## src/rtl/rtc_pkg.sv

```systemverilog
`timescale 1ns/1ps
package rtc_pkg;

  localparam logic [4:0] A_HUND  = 5'd0;
  localparam logic [4:0] A_SEC   = 5'd1;
  localparam logic [4:0] A_MIN   = 5'd2;
  localparam logic [4:0] A_HOUR  = 5'd3;
  localparam logic [4:0] A_DATE  = 5'd4;
  localparam logic [4:0] A_MONTH = 5'd5;
  localparam logic [4:0] A_YEAR  = 5'd6;
  localparam logic [4:0] A_WDAY  = 5'd7;
  localparam logic [4:0] A_CMD   = 5'h11;
  localparam int         N_FIELDS = 8;

  typedef struct packed {
    logic [6:0] hund;
    logic [5:0] sec;
    logic [5:0] min;
    logic [4:0] hour;
    logic [4:0] date;
    logic [3:0] month;
    logic [6:0] year;
    logic [2:0] wday;
  } rtc_time_t;

  typedef struct packed {
    logic       irq_en;
    logic       run;
    logic       h24;
    logic [1:0] fsel;
  } rtc_cmd_t;

  function automatic logic [4:0] days_of(input logic [3:0] m, input logic [6:0] y);
    case (m)
      4'd4, 4'd6, 4'd9, 4'd11: days_of = 5'd30;
      4'd2:    days_of = (y[1:0] == 2'd0) ? 5'd29 : 5'd28;
      default: days_of = 5'd31;
    endcase
  endfunction

  // internal 0..23 -> bus byte in the selected format
  function automatic logic [7:0] hour_to_bus(input logic [4:0] h, input logic h24);
    if (h24)            hour_to_bus = {3'b000, h};
    else if (h == 5'd0) hour_to_bus = 8'h0C;
    else if (h < 5'd12) hour_to_bus = {3'b000, h};
    else if (h == 5'd12) hour_to_bus = 8'h8C;
    else                hour_to_bus = {3'b100, h - 5'd12};
  endfunction

  // bus byte in the selected format -> internal 0..23
  function automatic logic [4:0] bus_to_hour(input logic [7:0] v, input logic h24);
    if (h24)                 bus_to_hour = v[4:0];
    else if (v[4:0] == 5'd12) bus_to_hour = v[7] ? 5'd12 : 5'd0;
    else                     bus_to_hour = v[4:0] + (v[7] ? 5'd12 : 5'd0);
  endfunction

endpackage

```

## src/rtl/rtc_prescaler.sv

```systemverilog
`timescale 1ns/1ps
module rtc_prescaler #(
  parameter int unsigned REF_HZ0 = 32768,
  parameter int unsigned REF_HZ1 = 1048576,
  parameter int unsigned REF_HZ2 = 2097152,
  parameter int unsigned REF_HZ3 = 4194304,
  parameter int unsigned TICK_HZ = 100
) (
  input  logic       clk,
  input  logic       rst,
  input  logic       restart,
  input  logic       enable,
  input  logic       ref_en,
  input  logic [1:0] fsel,
  output logic       tick
);
  localparam int unsigned MAX01  = (REF_HZ0 > REF_HZ1) ? REF_HZ0 : REF_HZ1;
  localparam int unsigned MAX23  = (REF_HZ2 > REF_HZ3) ? REF_HZ2 : REF_HZ3;
  localparam int unsigned MAX_HZ = (MAX01 > MAX23) ? MAX01 : MAX23;
  localparam int          ACC_W  = $clog2(MAX_HZ + TICK_HZ) + 1;

  logic [ACC_W-1:0] acc, limit, sum;

  always_comb begin
    case (fsel)
      2'd0:    limit = ACC_W'(REF_HZ0);
      2'd1:    limit = ACC_W'(REF_HZ1);
      2'd2:    limit = ACC_W'(REF_HZ2);
      default: limit = ACC_W'(REF_HZ3);
    endcase
    sum = acc + ACC_W'(TICK_HZ);
  end

  always_ff @(posedge clk) begin
    if (rst || restart) begin
      acc  <= '0;
      tick <= 1'b0;
    end else begin
      tick <= 1'b0;
      if (enable && ref_en) begin
        if (sum >= limit) begin
          acc  <= sum - limit;
          tick <= 1'b1;
        end else begin
          acc  <= sum;
        end
      end
    end
  end

  // a strobe only follows an enabled reference pulse
  assert_tick_needs_ref_R2: assert property (@(posedge clk) disable iff (rst)
    tick |-> ($past(ref_en) && $past(enable)));
  assert_stopped_holds_R10: assert property (@(posedge clk) disable iff (rst)
    (!enable && !restart) |=> !tick);

endmodule

```

## src/rtl/rtc_time_chain.sv

```systemverilog
`timescale 1ns/1ps
module rtc_time_chain
  import rtc_pkg::*;
(
  input  logic       clk,
  input  logic       rst,
  input  logic       adv,
  input  logic       wr_en,
  input  logic [2:0] wr_sel,
  input  logic [6:0] wr_val,
  output rtc_time_t  now
);
  rtc_time_t cur, nxt;
  logic c_hund, c_sec, c_min, c_hour, c_date, c_month;

  assign now = cur;

  always_comb begin
    c_hund  = cur.hund >= 7'd99;
    c_sec   = c_hund && (cur.sec >= 6'd59);
    c_min   = c_sec && (cur.min >= 6'd59);
    c_hour  = c_min && (cur.hour >= 5'd23);
    c_date  = c_hour && (cur.date >= days_of(cur.month, cur.year));
    c_month = c_date && (cur.month >= 4'd12);

    nxt = cur;
    if (wr_en) begin
      case (wr_sel)
        3'd0: nxt.hund  = wr_val;
        3'd1: nxt.sec   = wr_val[5:0];
        3'd2: nxt.min   = wr_val[5:0];
        3'd3: nxt.hour  = wr_val[4:0];
        3'd4: nxt.date  = wr_val[4:0];
        3'd5: nxt.month = wr_val[3:0];
        3'd6: nxt.year  = wr_val;
        default: nxt.wday = wr_val[2:0];
      endcase
    end else if (adv) begin
      nxt.hund = c_hund ? 7'd0 : cur.hund + 7'd1;
      if (c_hund) nxt.sec = c_sec ? 6'd0 : cur.sec + 6'd1;
      if (c_sec)  nxt.min = c_min ? 6'd0 : cur.min + 6'd1;
      if (c_min)  nxt.hour = c_hour ? 5'd0 : cur.hour + 5'd1;
      if (c_hour) begin
        nxt.date = c_date ? 5'd1 : cur.date + 5'd1;
        nxt.wday = (cur.wday >= 3'd6) ? 3'd0 : cur.wday + 3'd1;
      end
      if (c_date)  nxt.month = c_month ? 4'd1 : cur.month + 4'd1;
      if (c_month) nxt.year  = (cur.year >= 7'd99) ? 7'd0 : cur.year + 7'd1;
    end
  end

  always_ff @(posedge clk) begin
    if (rst) begin
      cur       <= '0;
      cur.date  <= 5'd1;
      cur.month <= 4'd1;
    end else begin
      cur <= nxt;
    end
  end

  // counters hold unless strobed or written
  assert_hold_idle_R1: assert property (@(posedge clk) disable iff (rst)
    (!adv && !wr_en) |=> $stable(cur));
  // seconds move only on a hundredths wrap
  assert_sec_carry_R1: assert property (@(posedge clk) disable iff (rst)
    (adv && !wr_en && cur.hund != 7'd99) |=> $stable(cur.sec));
  // end of year
  assert_year_wrap_R4: assert property (@(posedge clk) disable iff (rst)
    (adv && !wr_en && cur.hund == 7'd99 && cur.sec == 6'd59 && cur.min == 6'd59 &&
     cur.hour == 5'd23 && cur.date == 5'd31 && cur.month == 4'd12 && cur.year == 7'd99)
    |=> (cur.year == 7'd0 && cur.month == 4'd1 && cur.date == 5'd1));
  // leap-year February continues to day 29
  assert_leap_day_R6: assert property (@(posedge clk) disable iff (rst)
    (adv && !wr_en && cur.hund == 7'd99 && cur.sec == 6'd59 && cur.min == 6'd59 &&
     cur.hour == 5'd23 && cur.date == 5'd28 && cur.month == 4'd2 && cur.year[1:0] == 2'd0)
    |=> (cur.date == 5'd29));
  // weekday wraps at midnight
  assert_wday_wrap_R12: assert property (@(posedge clk) disable iff (rst)
    (adv && !wr_en && cur.hund == 7'd99 && cur.sec == 6'd59 && cur.min == 6'd59 &&
     cur.hour == 5'd23 && cur.wday == 3'd6) |=> (cur.wday == 3'd0));

endmodule

```

## src/rtl/rtc_bus_port.sv

```systemverilog
`timescale 1ns/1ps
module rtc_bus_port
  import rtc_pkg::*;
#(
  parameter int ADDR_W = 5
) (
  input  logic              clk,
  input  logic              rst,
  input  logic              cs,
  input  logic              rd,
  input  logic              wr,
  input  logic              ale,
  input  logic              pwr_down,
  input  logic [ADDR_W-1:0] addr,
  input  logic [7:0]        wdata,
  input  rtc_time_t         live,
  output logic              t_wr_en,
  output logic [2:0]        t_wr_sel,
  output logic [6:0]        t_wr_val,
  output rtc_cmd_t          cmd,
  output logic [7:0]        rdata
);
  localparam int IDX_W = $clog2(N_FIELDS);

  logic [ADDR_W-1:0]              addr_q, eff;
  logic [N_FIELDS-1:0][7:0]       live_b, snap;
  logic                           rd_go, wr_go, time_hit, cmd_hit, capture;
  logic [IDX_W-1:0]               idx;
  logic [7:0]                     snap_val;

  always_comb begin
    eff      = ale ? addr : addr_q;
    idx      = eff[IDX_W-1:0];
    time_hit = (eff < ADDR_W'(N_FIELDS));
    cmd_hit  = (eff == ADDR_W'(A_CMD));
    rd_go    = cs && rd && !pwr_down;
    wr_go    = cs && wr && !pwr_down;
    capture  = rd_go && (eff == ADDR_W'(A_HUND));

    live_b[0] = {1'b0, live.hund};
    live_b[1] = {2'b00, live.sec};
    live_b[2] = {2'b00, live.min};
    live_b[3] = {3'b000, live.hour};
    live_b[4] = {3'b000, live.date};
    live_b[5] = {4'b0000, live.month};
    live_b[6] = {1'b0, live.year};
    live_b[7] = {5'b00000, live.wday};

    t_wr_en  = wr_go && time_hit;
    t_wr_sel = idx;
    t_wr_val = (idx == IDX_W'(A_HOUR)) ? {2'b00, bus_to_hour(wdata, cmd.h24)} : wdata[6:0];

    snap_val = (idx == IDX_W'(A_HOUR)) ? hour_to_bus(snap[A_HOUR][4:0], cmd.h24) : snap[idx];
  end

  always_ff @(posedge clk) begin
    if (rst) begin
      addr_q <= '0;
      snap   <= '0;
      cmd    <= '0;
      rdata  <= '0;
    end else begin
      if (ale) addr_q <= addr;
      if (capture) snap <= live_b;
      if (wr_go && cmd_hit) cmd <= wdata[4:0];
      if (rd_go) begin
        if (capture)       rdata <= live_b[0];
        else if (time_hit) rdata <= snap_val;
        else if (cmd_hit)  rdata <= {3'b000, cmd};
        else               rdata <= 8'h00;
      end
    end
  end

  // snapshot only reloads on a hundredths read
  assert_snap_hold_R3: assert property (@(posedge clk) disable iff (rst)
    !capture |=> $stable(snap));
  // power-down freezes read data and command
  assert_pd_rdata_R9: assert property (@(posedge clk) disable iff (rst)
    pwr_down |=> $stable(rdata));
  assert_pd_cmd_R9: assert property (@(posedge clk) disable iff (rst)
    pwr_down |=> $stable(cmd));

endmodule

```

## src/rtl/rtc_calendar.sv

```systemverilog
`timescale 1ns/1ps
module rtc_calendar
  import rtc_pkg::*;
#(
  parameter int          ADDR_W  = 5,
  parameter int unsigned REF_HZ0 = 32768,
  parameter int unsigned REF_HZ1 = 1048576,
  parameter int unsigned REF_HZ2 = 2097152,
  parameter int unsigned REF_HZ3 = 4194304,
  parameter int unsigned TICK_HZ = 100
) (
  input  logic              clk,
  input  logic              rst,
  input  logic              ref_en,
  input  logic              cs,
  input  logic              rd,
  input  logic              wr,
  input  logic              ale,
  input  logic              pwr_down,
  input  logic [ADDR_W-1:0] addr,
  input  logic [7:0]        wdata,
  output logic [7:0]        rdata
);
  rtc_time_t  now;
  rtc_cmd_t   cmd;
  logic       t_wr_en, restart, tick, pend, adv;
  logic [2:0] t_wr_sel;
  logic [6:0] t_wr_val;

  assign restart = t_wr_en && (t_wr_sel == 3'd0);
  assign adv     = (tick || pend) && !t_wr_en;

  always_ff @(posedge clk) begin
    if (rst) pend <= 1'b0;
    else     pend <= (tick || pend) && t_wr_en && !restart;
  end

  rtc_bus_port #(.ADDR_W(ADDR_W)) u_bus (
    .clk(clk), .rst(rst), .cs(cs), .rd(rd), .wr(wr), .ale(ale),
    .pwr_down(pwr_down), .addr(addr), .wdata(wdata), .live(now),
    .t_wr_en(t_wr_en), .t_wr_sel(t_wr_sel), .t_wr_val(t_wr_val),
    .cmd(cmd), .rdata(rdata)
  );

  rtc_prescaler #(
    .REF_HZ0(REF_HZ0), .REF_HZ1(REF_HZ1), .REF_HZ2(REF_HZ2),
    .REF_HZ3(REF_HZ3), .TICK_HZ(TICK_HZ)
  ) u_pre (
    .clk(clk), .rst(rst), .restart(restart), .enable(cmd.run),
    .ref_en(ref_en), .fsel(cmd.fsel), .tick(tick)
  );

  rtc_time_chain u_chain (
    .clk(clk), .rst(rst), .adv(adv), .wr_en(t_wr_en),
    .wr_sel(t_wr_sel), .wr_val(t_wr_val), .now(now)
  );

  // a strobe blocked by a non-hundredths write is kept for the next cycle
  assert_deferred_tick_R11: assert property (@(posedge clk) disable iff (rst)
    (tick && t_wr_en && !restart) |=> pend);

endmodule

```

## config.mk

```make
export PLATFORM = sky130hd
export DESIGN_NAME = rtc_calendar
export DESIGN_NICKNAME = d
export VERILOG_FILES = /design/src/rtl/rtc_pkg.sv /design/src/rtl/rtc_prescaler.sv /design/src/rtl/rtc_time_chain.sv /design/src/rtl/rtc_bus_port.sv /design/src/rtl/rtc_calendar.sv
export SDC_FILE = /design/constraint.sdc
export NUM_CORES = 1
export LEC_CHECK = 0
export BUFFER_PORTS_ARGS = -buffer_cell sky130_fd_sc_hd__buf_2
export CAP_MARGIN = 40
export CORE_ASPECT_RATIO = 0.7
export CORE_MARGIN = 2
export CORE_UTILIZATION = 30
export CTS_CLUSTER_SIZE = 16
export DETAILED_ROUTE_END_ITERATION = 10
export MAX_ROUTING_LAYER = met4
export PLACE_DENSITY = 0.45
export REMOVE_ABC_BUFFERS = 1
export SYNTH_ARGS = -nofsm -noshare
export SYNTH_HDL_FRONTEND = slang
export SYNTH_SLANG_ARGS = --single-unit
```

## constraint.sdc

```tcl
create_clock -name clk -period 4 [get_ports clk]
set_input_delay 0.2 -clock clk [delete_from_list [all_inputs] [get_ports clk]]
set_output_delay 0.2 -clock clk [all_outputs]
set_load 0.01 [all_outputs]
```

==> flow_summary.ini, run 1 <==
[outcome]
outcome = finished clean

[clock_network]
htree_levels = 4
path_clk_slew_ps = 60
clk_latency_ps = 430
root_buffer = clkbuf_16
cts_buffers = 17
post_cts_buffers = 0
cts_resized = 0
cts_buffer_depth = 2
cts_tree = done
cts_sinks = 128
cts_hold_buf = 0

[synth]
synthTopCellsByCount = nand2_1 (179), dfxtp_1 (128), a21oi_1 (99)
yosysTopAreaCell = dfxtp_1
yosys_most_used_dff = dfxtp_1
yosysWarnings = 0
ys_ff_latch = 128
yosysMostFrequentCell = nand2_1
ys_types = 71
ys_top_cells_by_area = dfxtp_1 (35%), nand2_1 (9.2%), a21oi_1 (6.8%)
synthArstFlopShare_pct = 0
synth_top_area_share_pct = 35.0
synth_cells = 977
synth_area_um2 = 7330
synth.avg_cell_area_um2 = 7.50
synth-edff-count = 0
yosysSeqAreaShare_pct = 35.0

[timing]
fin_skew_ps = 10.9
max_slew_margin_pct = 39.5
finalMaxSlewViolations = 0
layout_min_cycle_time_ps = 3430
hold_viol_final = 0
timing.final.crit_share_pct = 85.8
setup_tns_ps = 0
finalSetupViolations = 0
whs_ps = 47.8
tightest_slew_ps = 908
max_freq_ghz = 0.291
grt_setup_unrepaired = false

[drt]
drt-wirelength-per-cell_um = 18.1
avgViaCountPerCell = 5.39
totalWireLength_um = 23800
drc = 0
drt_iter0_markers = 631
drtAntennaViolNets = 0
vias = 7101
drt-pass1-iter-count = 5

[final_layout]
nets = 1032
layout-drive-gt1-share_pct = 9.90
n_fill_cell = 2566
syn_to_final_growth_pct = 15.8
diodes = 0
final_cells = 1318

[pwr]
power_per_cell_area_nw_per_um2 = 388
p_leak_nw = 3.02
peakVddDrop_uv = 317

[critical_path]
worst_ep_required_time_ps = 4360
crit_fanout = 10
cp-start-kind = register
arrival_ps = 3790
end_kind = register
critPathKind = reg -> reg

[floorplanning]
coreArea_um2 = 23800
die_x_um = 191
num_io_pins = 29
rows = 47
initial_core_util_pct = 30.8
die_h_um = 135
die_area_um2 = 25700

[placement]
placedCellCount = 1286
portBuffers = 28
routabilityCongestion = 0.831
dp_hpwl_um = 16700

[worst_hold_path]
min_path_type = in -> reg

[global_route]
grt_pass1_wl_um = 37700
grt_max_degree = 78
gr-total-overflow = 0
track_usage_pct = 19.7
antenna_found_initial = 0
grt_pass1_vias = 6477

[run]
maxCapViolCount = 0
-- stage by stage --
step                      cell area [um2]  total power [mW]  setup WS [ps]  utilization [%]
final                                8490              3.30            569             35.6
after global routing                 8490              3.41            306             35.6
after CTS                            8490              3.33            589             35.6
after detailed placement             7820              1.53            602             32.8
after global placement               7790              1.53            662             32.7
after floorplan                      7110              1.42           1100                -
-- path summary, 6_finish.rpt --
check | slack (ps) | cells past startpoint | to | startpoint
worst min register to register | 450 | 2 | u_bus.snap[5] | u_bus.snap[5]
worst max-delay path | 570 | 12 | u_pre.acc[16] | u_pre.acc[7]
worst max register to register | 570 | 12 | u_pre.acc[16] | u_pre.acc[7]
worst min-delay path | 50 | 3 | u_bus.addr_q[3] | addr[3]
-- flip-flops by register name (all words and copies together) (netlist names) --
signal / count
u_pre.tick: 1
u_pre.acc: 22
u_chain.now: 43
u_bus.rdata: 8
u_bus.addr_q: 5
pend: 1
u_bus.cmd: 5
u_bus.snap: 43
-- metal layers --
metal  up-vias  global-route usage (%)  wire length [um]
li1       3525                       -                 -
met1      3354                    31.1             13300
met2       201                    23.8              8630
met4         0                    5.12               301
met3        21                    4.55              1570
met5         -                       -                 0
-- power breakdown --
part	internal [mW]	switching, mW	leakage [nW]
Sequential	1.28	0.00842	1.03
Combinational	0.0635	0.149	1.66
Clock	1.16	0.632	0.323
Total	2.51	0.789	3.02
-- placed cells by master (no fill, tap or decap), types with 5 or more instances in the layout --
master and n:
nor2_1 82, nor3_1 30, xnor2_1 17, and2_1 5, xor2_1 10, inv_1 22, dfxtp_1 128, mux2i_1 19
and4_1 5, o21ai_0 83, nand2b_1 9, nor2b_1 9, o211ai_1 10, or3_1 6, nor3b_1 14, ha_1 23
a21oi_1 99, buf_4 16, buf_2 27, a211oi_1 11, a31oi_1 12, nand3_1 38, a311oi_1 11, nor4_1 10
clkbuf_16 17, bufinv_16 5, nand4_1 9, nand2_1 179, and3_1 18
-- worst max-delay path, stage by stage (launching register included) --
cell and delay [ps]:
dfxtp_1 510, nand4_1 240, nor2_2 280, nand2_1 220
xor2_1 190, ha_1 300, nor2b_1 120, nand4_1 170
a2111oi_2 380, o2111a_2 360, nor2_4 110, or3_1 360
a31oi_1 130
-- kinds of logic after synthesis --
group	after synthesis	synth area share (%)
simple gates	423	26.6
compound gates	274	23.2
flops	128	35.0
buf+inv	76	4.17
xor+xnor	28	3.53
mux	24	3.33
fa+ha+maj	24	4.20
-- layout make-up --
| type | count | area (um2) | area share, % |
|---|---|---|---|
| Clock buffer | 20 | 467 | 5.50 |
| Clock inverter | 12 | 205 | 2.42 |
| Inverter | 22 | 82.6 | 0.973 |
| Multi-Input combinational cell | 773 | 4470 | 52.7 |
| Sequential cell | 128 | 2560 | 30.2 |
| Tap cell | 318 | 398 | 4.69 |
| Timing Repair Buffer | 45 | 303 | 3.57 |
Power figures use the tool's default switching activity.
==> inputs of run 2 (changes only) <==
--- a/config.mk
+++ b/config.mk
@@ -12,7 +12,6 @@
 export CORE_UTILIZATION = 30
 export CTS_CLUSTER_SIZE = 16
 export DETAILED_ROUTE_END_ITERATION = 10
-export MAX_ROUTING_LAYER = met4
 export PLACE_DENSITY = 0.45
 export REMOVE_ABC_BUFFERS = 1
 export SYNTH_ARGS = -nofsm -noshare
==> run 2 against run 1 <==
Against the previous run: design area did not move; critical path type unchanged; maximum frequency fell by 0.13%; non-clock buffer count did not move; die area did not move; sequential power barely moved; wire length rose by 0.17%; count of clock-buffer cells in the layout did not move; final cell count did not move; largest cell class unchanged; power barely moved; worst hold slack improved by 2.2 ps; register-to-register slack barely moved; first-iteration DRC count fell by 5.2%.
==> flow_summary.ini, run 2 (synthesis gave the netlist of run 1 again) <==
[outcome]
outcome = finished clean

[timing]
finalMaxSlewViolations = 0
timing.final.crit_share_pct = 85.9
hold_viol_final = 0
layout_min_cycle_time_ps = 3440
max_slew_margin_pct = 40.3
fin_skew_ps = 9.06
tightest_slew_ps = 895
finalSetupViolations = 0
setup_tns_ps = 0
max_freq_ghz = 0.291
grt_setup_unrepaired = false
whs_ps = 50.0

[final_layout]
final_common_cell = nand2_1
design_area_um2 = 8490
final_cells = 1318
diodes = 0
nets = 1032
layout-drive-gt1-share_pct = 9.90
syn_to_final_growth_pct = 15.8
most-common-layout-cells = nand2_1 (179), dfxtp_1 (128), a21oi_1 (99), o21ai_0 (83), nor2_1 (82)

[critical_path]
cp_cell_sequence = nand4_1 > nor2_2 > nand2_1 > xor2_1 > ha_1 > nor2b_1 > nand4_1 > a2111oi_2 > o2111a_2 > nor2_4 > or3_1 > a31oi_1
crit_fanout = 10
end_kind = register
slowest_stage = dfxtp_1
worst_ep_required_time_ps = 4360
crit_start = u_pre.acc[7]
critPathMostFrequentCell = nand4_1
critPathKind = reg -> reg
r2r-end = u_pre.acc[16]
arrival_ps = 3790
critical_path_depth = 12
reg2reg_depth = 12
reg2reg_slack_ps = 560
cp-start-kind = register
cp-endpoint = u_pre.acc[16]
cp_slowest_stage_delay_ps = 510
r2r_start = u_pre.acc[7]
critical_path_buf_inv_count = 0
cpLargestDelayFamily = simple AND/OR/NAND/NOR gates

[clock_network]
root_buffer = clkbuf_16
clk_latency_ps = 430
htree_levels = 4
cts_tree = done
cts_resized = 0
cts_buffers = 17
path_clk_slew_ps = 60
cts_sinks = 128
cts_hold_buf = 0
cts_buffer_depth = 2
post_cts_buffers = 0

[floorplanning]
coreArea_um2 = 23800
die_x_um = 191
rows = 47
num_io_pins = 29
die_area_um2 = 25700
initial_core_util_pct = 30.8
die_h_um = 135

[global_route]
grt_pass1_vias = 6475
track_usage_pct = 19.1
grt_pass1_wl_um = 37700
grt_max_degree = 78
antenna_found_initial = 0
gr-total-overflow = 0

[pwr]
p_comb_share_pct = 6.4
p_int_mw = 2.51
p_seq_share_pct = 39.2
power.total_mw = 3.30
power.share.clock_pct = 54.4
p_sw_share_pct = 24.0
peakVddDrop_uv = 316
power_per_cell_area_nw_per_um2 = 388
p_sw_uw = 790
p_leak_nw = 3.02

[drt]
drc = 0
avgViaCountPerCell = 5.38
drt-wirelength-per-cell_um = 18.1
drt_iter0_markers = 598
drtAntennaViolNets = 0
totalWireLength_um = 23900
vias = 7085
drt-pass1-iter-count = 6

[worst_hold_path]
min_path_type = in -> reg
worstHoldStart = addr[3]

[placement]
routabilityCongestion = 0.818
placedCellCount = 1286
portBuffers = 28
dp_hpwl_um = 16700
place_area_um2 = 7820

[run]
maxCapViolCount = 0
[run 2: cell counts in the layout (fill, tap and decap cells not counted)]
No cell type changed its count.
[run 2: metal layers]
metal	GRT usage, %	wire, um	up-vias
met3	5.02	1530	24
li1	-	-	3524
met1	31.0	13300	3338
met2	23.6	8700	199
met5	0	0	-
met4	5.12	333	0
[run 2: cell type report]
cell class                 count  area (um2)
clock inverter                12         205
clock buffer                  20         467
timing repair buffer          45         303
multi-input combinational    773        4470
fill                        2566       15300
inverter                      22        82.6
tap                          318         398
sequential                   128        2560
[run 2: per-stage QoR]
stage / utilization (%) / setup slack, ps
after floorplan: - / 1100
after detailed placement: 32.8 / 602
after CTS: 35.6 / 589
after global placement: 32.7 / 662
after global routing: 35.6 / 306
final: 35.6 / 564
[run 2: how the worst min path moves through the flow]
stage,endpoint,slack (ps),depth (start not counted)
finish,u_bus.addr_q[3],50,3
CTS,u_bus.addr_q[3],40,3
global placement,u_bus.snap[5],440,2
global route,u_bus.addr_q[3],70,3
floorplan,u_bus.addr_q[4],270,1
detailed placement,u_bus.snap[5],450,2
[run 2: power by group through the flow]
stage / Clock (mW) / Sequential, mW / Combinational (mW)
after global placement: 0 / 1.32 / 0.211
final: 1.79 / 1.29 / 0.211
after CTS: 1.83 / 1.29 / 0.210
after global routing: 1.89 / 1.29 / 0.231
after detailed placement: 0 / 1.32 / 0.209
after floorplan: 0 / 1.32 / 0.103
[run 2: worst reg2reg max path: cells and delay by family, from the launching register on]
| kind | cells | cell delay, ps |
|---|---|---|
| simple gates | 7 | 1520 |
| compound gates | 3 | 870 |
| flops | 1 | 510 |
| fa+ha+maj | 1 | 300 |
| xor+xnor | 1 | 190 |
